### config.mk
export PLATFORM = sky130hd
export DESIGN_NAME = cg_hint_gate_ctrl
export DESIGN_NICKNAME = d
export VERILOG_FILES = /design/src/rtl/cg_pkg.sv /design/src/rtl/cg_reg_bank.sv /design/src/rtl/cg_idle_sync.sv /design/src/rtl/cg_gate_logic.sv /design/src/rtl/cg_hint_gate_ctrl.sv
export SDC_FILE = /design/constraint.sdc
export NUM_CORES = 1
export LEC_CHECK = 0
export BUFFER_PORTS_ARGS = -buffer_cell sky130_fd_sc_hd__buf_2
export CELL_PAD_IN_SITES_DETAIL_PLACEMENT = 0
export CELL_PAD_IN_SITES_GLOBAL_PLACEMENT = 2
export CORE_MARGIN = 1
export CORE_UTILIZATION = 34
export CTS_BUF_LIST = sky130_fd_sc_hd__clkbuf_4
export CTS_CLUSTER_SIZE = 20
export DETAILED_ROUTE_END_ITERATION = 6
export PLACE_DENSITY = 0.8
export SLEW_MARGIN = 20
export SYNTH_ARGS = -nofsm -noshare
export SYNTH_HDL_FRONTEND = slang
export SYNTH_HIERARCHICAL = 1
export SYNTH_SLANG_ARGS = --single-unit
### constraint.sdc
create_clock -name clk -period 1.22 [get_ports clk]
set_clock_uncertainty 0.15 [all_clocks]
set_input_delay 0.122 -clock clk [delete_from_list [all_inputs] [get_ports clk]]
set_output_delay 0.122 -clock clk [all_outputs]
set_load 0.02 [all_outputs]
### src/rtl/cg_pkg.sv
package cg_pkg;
  localparam logic [3:0] SCAN_ON = 4'hA;

  typedef enum logic [1:0] {
    ADDR_PERI = 2'd0,
    ADDR_HINT = 2'd1,
    ADDR_STAT = 2'd2,
    ADDR_JIT  = 2'd3
  } cg_addr_e;
endpackage

### src/rtl/cg_reg_bank.sv
module cg_reg_bank #(
  parameter int N_PERI  = 4,
  parameter int N_TRANS = 4,
  parameter int REG_W   = 4
) (
  input  logic               clk,
  input  logic               rst_n,
  input  logic               wr_en,
  input  logic [1:0]         addr,
  input  logic [REG_W-1:0]   wdata,
  input  logic [N_TRANS-1:0] status_in,
  output logic [REG_W-1:0]   rdata,
  output logic [N_PERI-1:0]  peri_q,
  output logic [N_TRANS-1:0] hint_q,
  output logic               jit_q
);
  import cg_pkg::*;

  cg_addr_e sel;
  assign sel = cg_addr_e'(addr);

  always_ff @(posedge clk or negedge rst_n) begin
    if (!rst_n) begin
      peri_q <= '1;
      hint_q <= '1;
      jit_q  <= 1'b0;
    end else if (wr_en) begin
      case (sel)
        ADDR_PERI: peri_q <= wdata[N_PERI-1:0];
        ADDR_HINT: hint_q <= wdata[N_TRANS-1:0];
        ADDR_JIT:  jit_q  <= wdata[0];
        default:   ;
      endcase
    end
  end

  always_comb begin
    rdata = '0;
    case (sel)
      ADDR_PERI: rdata[N_PERI-1:0]  = peri_q;
      ADDR_HINT: rdata[N_TRANS-1:0] = hint_q;
      ADDR_STAT: rdata[N_TRANS-1:0] = status_in;
      ADDR_JIT:  rdata[0]           = jit_q;
      default:   rdata = '0;
    endcase
  end
endmodule

### src/rtl/cg_idle_sync.sv
module cg_idle_sync #(
  parameter int N = 4
) (
  input  logic         clk,
  input  logic         rst_n,
  input  logic [N-1:0] idle_async,
  output logic [N-1:0] idle_sync
);
  for (genvar g = 0; g < N; g++) begin : g_sync
    logic s1, s2;
    always_ff @(posedge clk or negedge rst_n) begin
      if (!rst_n) begin
        s1 <= 1'b0;
        s2 <= 1'b0;
      end else begin
        s1 <= idle_async[g];
        s2 <= s1;
      end
    end
    assign idle_sync[g] = s2;
  end
endmodule

### src/rtl/cg_gate_logic.sv
module cg_gate_logic #(
  parameter int N_PERI  = 4,
  parameter int N_TRANS = 4
) (
  input  logic               scan_on,
  input  logic               glb_en,
  input  logic [N_PERI-1:0]  peri_q,
  input  logic [N_TRANS-1:0] hint_q,
  input  logic [N_TRANS-1:0] idle_sync,
  output logic [N_PERI-1:0]  peri_en,
  output logic [N_TRANS-1:0] trans_en
);
  for (genvar p = 0; p < N_PERI; p++) begin : g_peri
    assign peri_en[p] = scan_on | (glb_en & peri_q[p]);
  end

  for (genvar t = 0; t < N_TRANS; t++) begin : g_trans
    logic want_run;
    assign want_run    = hint_q[t] | ~idle_sync[t];
    assign trans_en[t] = scan_on | (glb_en & want_run);
  end
endmodule

### src/rtl/cg_hint_gate_ctrl.sv
module cg_hint_gate_ctrl #(
  parameter int N_PERI  = 4,
  parameter int N_TRANS = 4,
  parameter int REG_W   = (N_PERI > N_TRANS) ? N_PERI : N_TRANS
) (
  input  logic               clk,
  input  logic               rst_n,
  input  logic               glb_clk_en,
  input  logic [3:0]         scan_mode,
  input  logic [N_TRANS-1:0] unit_idle,
  input  logic               reg_wr_en,
  input  logic [1:0]         reg_addr,
  input  logic [REG_W-1:0]   reg_wdata,
  output logic [REG_W-1:0]   reg_rdata,
  output logic [N_PERI-1:0]  peri_clk_en,
  output logic [N_TRANS-1:0] trans_clk_en,
  output logic               jitter_en
);
  import cg_pkg::*;

  logic [N_PERI-1:0]  peri_q;
  logic [N_TRANS-1:0] hint_q;
  logic [N_TRANS-1:0] status_q;
  logic [N_TRANS-1:0] idle_s;
  logic [N_TRANS-1:0] trans_int;
  logic               jit_q;
  logic               scan_on;

  assign scan_on = (scan_mode == SCAN_ON);

  cg_reg_bank #(.N_PERI(N_PERI), .N_TRANS(N_TRANS), .REG_W(REG_W)) u_regs (
    .clk      (clk),
    .rst_n    (rst_n),
    .wr_en    (reg_wr_en),
    .addr     (reg_addr),
    .wdata    (reg_wdata),
    .status_in(status_q),
    .rdata    (reg_rdata),
    .peri_q   (peri_q),
    .hint_q   (hint_q),
    .jit_q    (jit_q)
  );

  cg_idle_sync #(.N(N_TRANS)) u_sync (
    .clk       (clk),
    .rst_n     (rst_n),
    .idle_async(unit_idle),
    .idle_sync (idle_s)
  );

  cg_gate_logic #(.N_PERI(N_PERI), .N_TRANS(N_TRANS)) u_gate (
    .scan_on  (scan_on),
    .glb_en   (glb_clk_en),
    .peri_q   (peri_q),
    .hint_q   (hint_q),
    .idle_sync(idle_s),
    .peri_en  (peri_clk_en),
    .trans_en (trans_int)
  );

  always_ff @(posedge clk or negedge rst_n) begin
    if (!rst_n) status_q <= '1;
    else        status_q <= trans_int;
  end

  assign trans_clk_en = trans_int;
  assign jitter_en    = jit_q;
endmodule

==> results.toml <==
[final_layout]
num_antenna_cells = 0
post-route-util_pct = 53.9
regArea_um2 = 542
fin_nets = 128
synthToLayoutAreaGrowth_pct = 46.9
multiInputGateArea_um2 = 343
drive_above_1_share_pct = 67.9
instances_no_fill = 139
fill_cells = 227

[synthesis]
yosys.area.top_type = "dfstp_2"
syn_area_um2 = 926
avgSynthCellArea_um2 = 15.2
yosysMostFrequentCell = "dfstp_2"
syn_inst = 61
synth_common_cells = "dfstp_2, dfrtp_1, mux2_2, a21o_1"
syn-num-nets = 79
synth_edf_count = 0
synth.top_cell.area_share_pct = 34.1
ys.flop_type = "dfstp_2"
seq_area_frac_synth_pct = 58.4
synthArstFlopShare_pct = 100
yosys_warnings = 6
yosysUniqueCellTypes = 16
synthTopCellsByArea = "dfstp_2, dfrtp_1, mux2_2"
ys_ff_latch = 21

[floorplan]
core-area_um2 = 2520
initial_core_util_pct = 36.7
rows = 18
die_x_um = 54.2
io_pins = 31
die-area_um2 = 2940
die_h_um = 54.2

[critical_path]
r2r-end = "status_q[2]$_DFF_PN1_"
reg2reg_slack_ns = 0.10
cp_top_family = "multiplexers"
cp_cell_sequence = "mux4_2 -> buf_6"
endpoint_kind = "primary output"
crit_path_end = "reg_rdata[0]"
slowest_stage = "mux4_2"
path_depth = 2
setup.worst_path.start = "u_regs/jit_q$_DFFE_PN0P_"
path_max_fanout = 2
cp_slowest_stage_delay_ns = 0.48
arrival_ns = 1.34
critPathLaunchType = "flip-flop"
worstPathRequired_ns = 0.95
critPathKind = "reg2out"
crit_buf_inv = 1
reg2reg_depth = 3
reg2reg_from = "u_regs/hint_q[2]$_DFFE_PN1P_"

[min_path]
min-delay-start = "glb_clk_en"
hold_path.class = "in2reg"

[routing]
first_iter_violations = 3
vias = 635
drc = 0
wire_per_inst_um = 13.1
drt_wl_total_um = 1830
antenna_left = 0
vias_per_cell = 4.57
drt-pass1-iter-count = 3

[status]
status = "finished, violations left"
failed_checks = "setup timing"

[clocking]
worstSkewPairLatency_ns = 0.30
htreeDepth = 1
cts_buffers = 3
cts_tree = "built"
clockBufferDepth = 2
cts_root_buf = "clkbuf_4"
cts_sinks = 21
clkTransAtPathRegs_ns = 0.12

[grt]
grt-ovfl-total = 0
grt_max_degree = 22
grtUsageTotal_pct = 13.2
grt_pass1_vias = 633
grt_pass1_wl_um = 2660
antenna_found_initial = 0

[placed_design]
gp_congestion = 0.741
dp_slack_ns = -0.0695
io_buffers = 30
place_inst = 122

[sta]
worstMarginPinSlew_ns = 0.456
maxSlewHeadroom_pct = 69.6
hold_viol_final = 0
fin_crit_sh_pct = 132
final_max_slew_viol_count = 0
fmax_mhz = 620
rsz0062_at_grt = "true"
finalSetupViolCount = 13
setup_slack_ns = -0.393
period_minus_slack_ns = 1.61

[power_and_ir_drop]
power_density_nw_per_um2 = 1290
power_leakage_uw = 0.000671
ir_worst_vdd_v = 0.000808

[run]
cap_violations = 0
-- what timing repair did --
action,CTS,global route
pin swaps,9,1
gates resized for setup,24,3
setup endpoints to repair,13,13
buffers inserted,3,1
hold buffers,9,0
endpoints found under the hold margin,34,0
-- cells in the final DEF, fill, tap and decap left out, types with 2 or more instances in the layout --
cell,Yosys,routed
buf_2,1,17
buf_4,4,13
buf_6,2,12
dfstp_2,12,12
dlygate4sd3_1,0,9
mux2_2,9,9
a21o_1,8,8
dfrtp_1,9,8
clkbuf_4,0,4
mux2i_1,3,3
o2bb2ai_1,3,3
nand2b_1,4,2
nand2b_4,0,2
-- per-layer routing --
metal | vias to the layer above | wire length, um | track usage [%]
met5 | - | 0 | 0
met4 | 0 | 14 | 6.41
met3 | 2 | 105 | 2.26
met2 | 24 | 790 | 22.0
met1 | 300 | 915 | 16.5
li1 | 309 | - | -
-- registers in the layout, indices dropped and copies added, names as in the netlist --
name	cells
status_q	4
u_regs/hint_q	4
u_regs/peri_q	4
u_sync/g_sync.s1	4
u_sync/g_sync.s2	4
u_regs/jit_q	1
-- per-stage QoR --
| stage | TNS [ns] | cell area, um^2 | hold WS [ns] | power [uW] |
|---|---|---|---|---|
| after detailed placement | -0.0837 | 1120 | -0.0514 | 1280 |
| after floorplan | -0.0361 | 927 | -0.324 | 1130 |
| after global placement | -0.0442 | 1120 | -0.0589 | 1270 |
| after global routing | -3.75 | 1360 | 0.0215 | 1840 |
| final | -3.08 | 1360 | 0.0404 | 1760 |
| after CTS | -3.20 | 1340 | 0.0498 | 1750 |
-- worst min-delay path by stage --
stage          slack (ns)                            end  cells past startpoint
2_1_floorplan       -0.32       u_regs/jit_q$_DFFE_PN0P_                      0
3_3_place_gp        -0.06  u_sync/g_sync[2].s1$_DFF_PN0_                      1
3_5_place_dp        -0.05  u_sync/g_sync[2].s1$_DFF_PN0_                      1
4_1_cts              0.05          status_q[1]$_DFF_PN1_                      2
5_1_grt              0.02          status_q[1]$_DFF_PN1_                      2
6_report             0.04          status_q[1]$_DFF_PN1_                      2
-- logic make-up (layout without fill, tap and decap cells) --
logic type      Yosys count  count (layout)  synth area share, %
buf+inv                   7              55                 6.22
mux                      13              13                 16.6
flops                    21              21                 58.4
simple gates              9               9                 9.46
compound gates           11              11                 9.33
-- final cells by class --
cell class	count	area share (%)
Clock buffer	4	2.21
Multi-Input combinational cell	33	25.2
Sequential cell	21	39.8
Tap cell	30	2.76
Timing Repair Buffer	51	30.0
-- power breakdown --
group          internal, uW  total, uW  switching (uW)
sequential              828        878            49.7
combinational           314        530             216
clock                   149        350             200
Power figures use the tool's default switching activity.
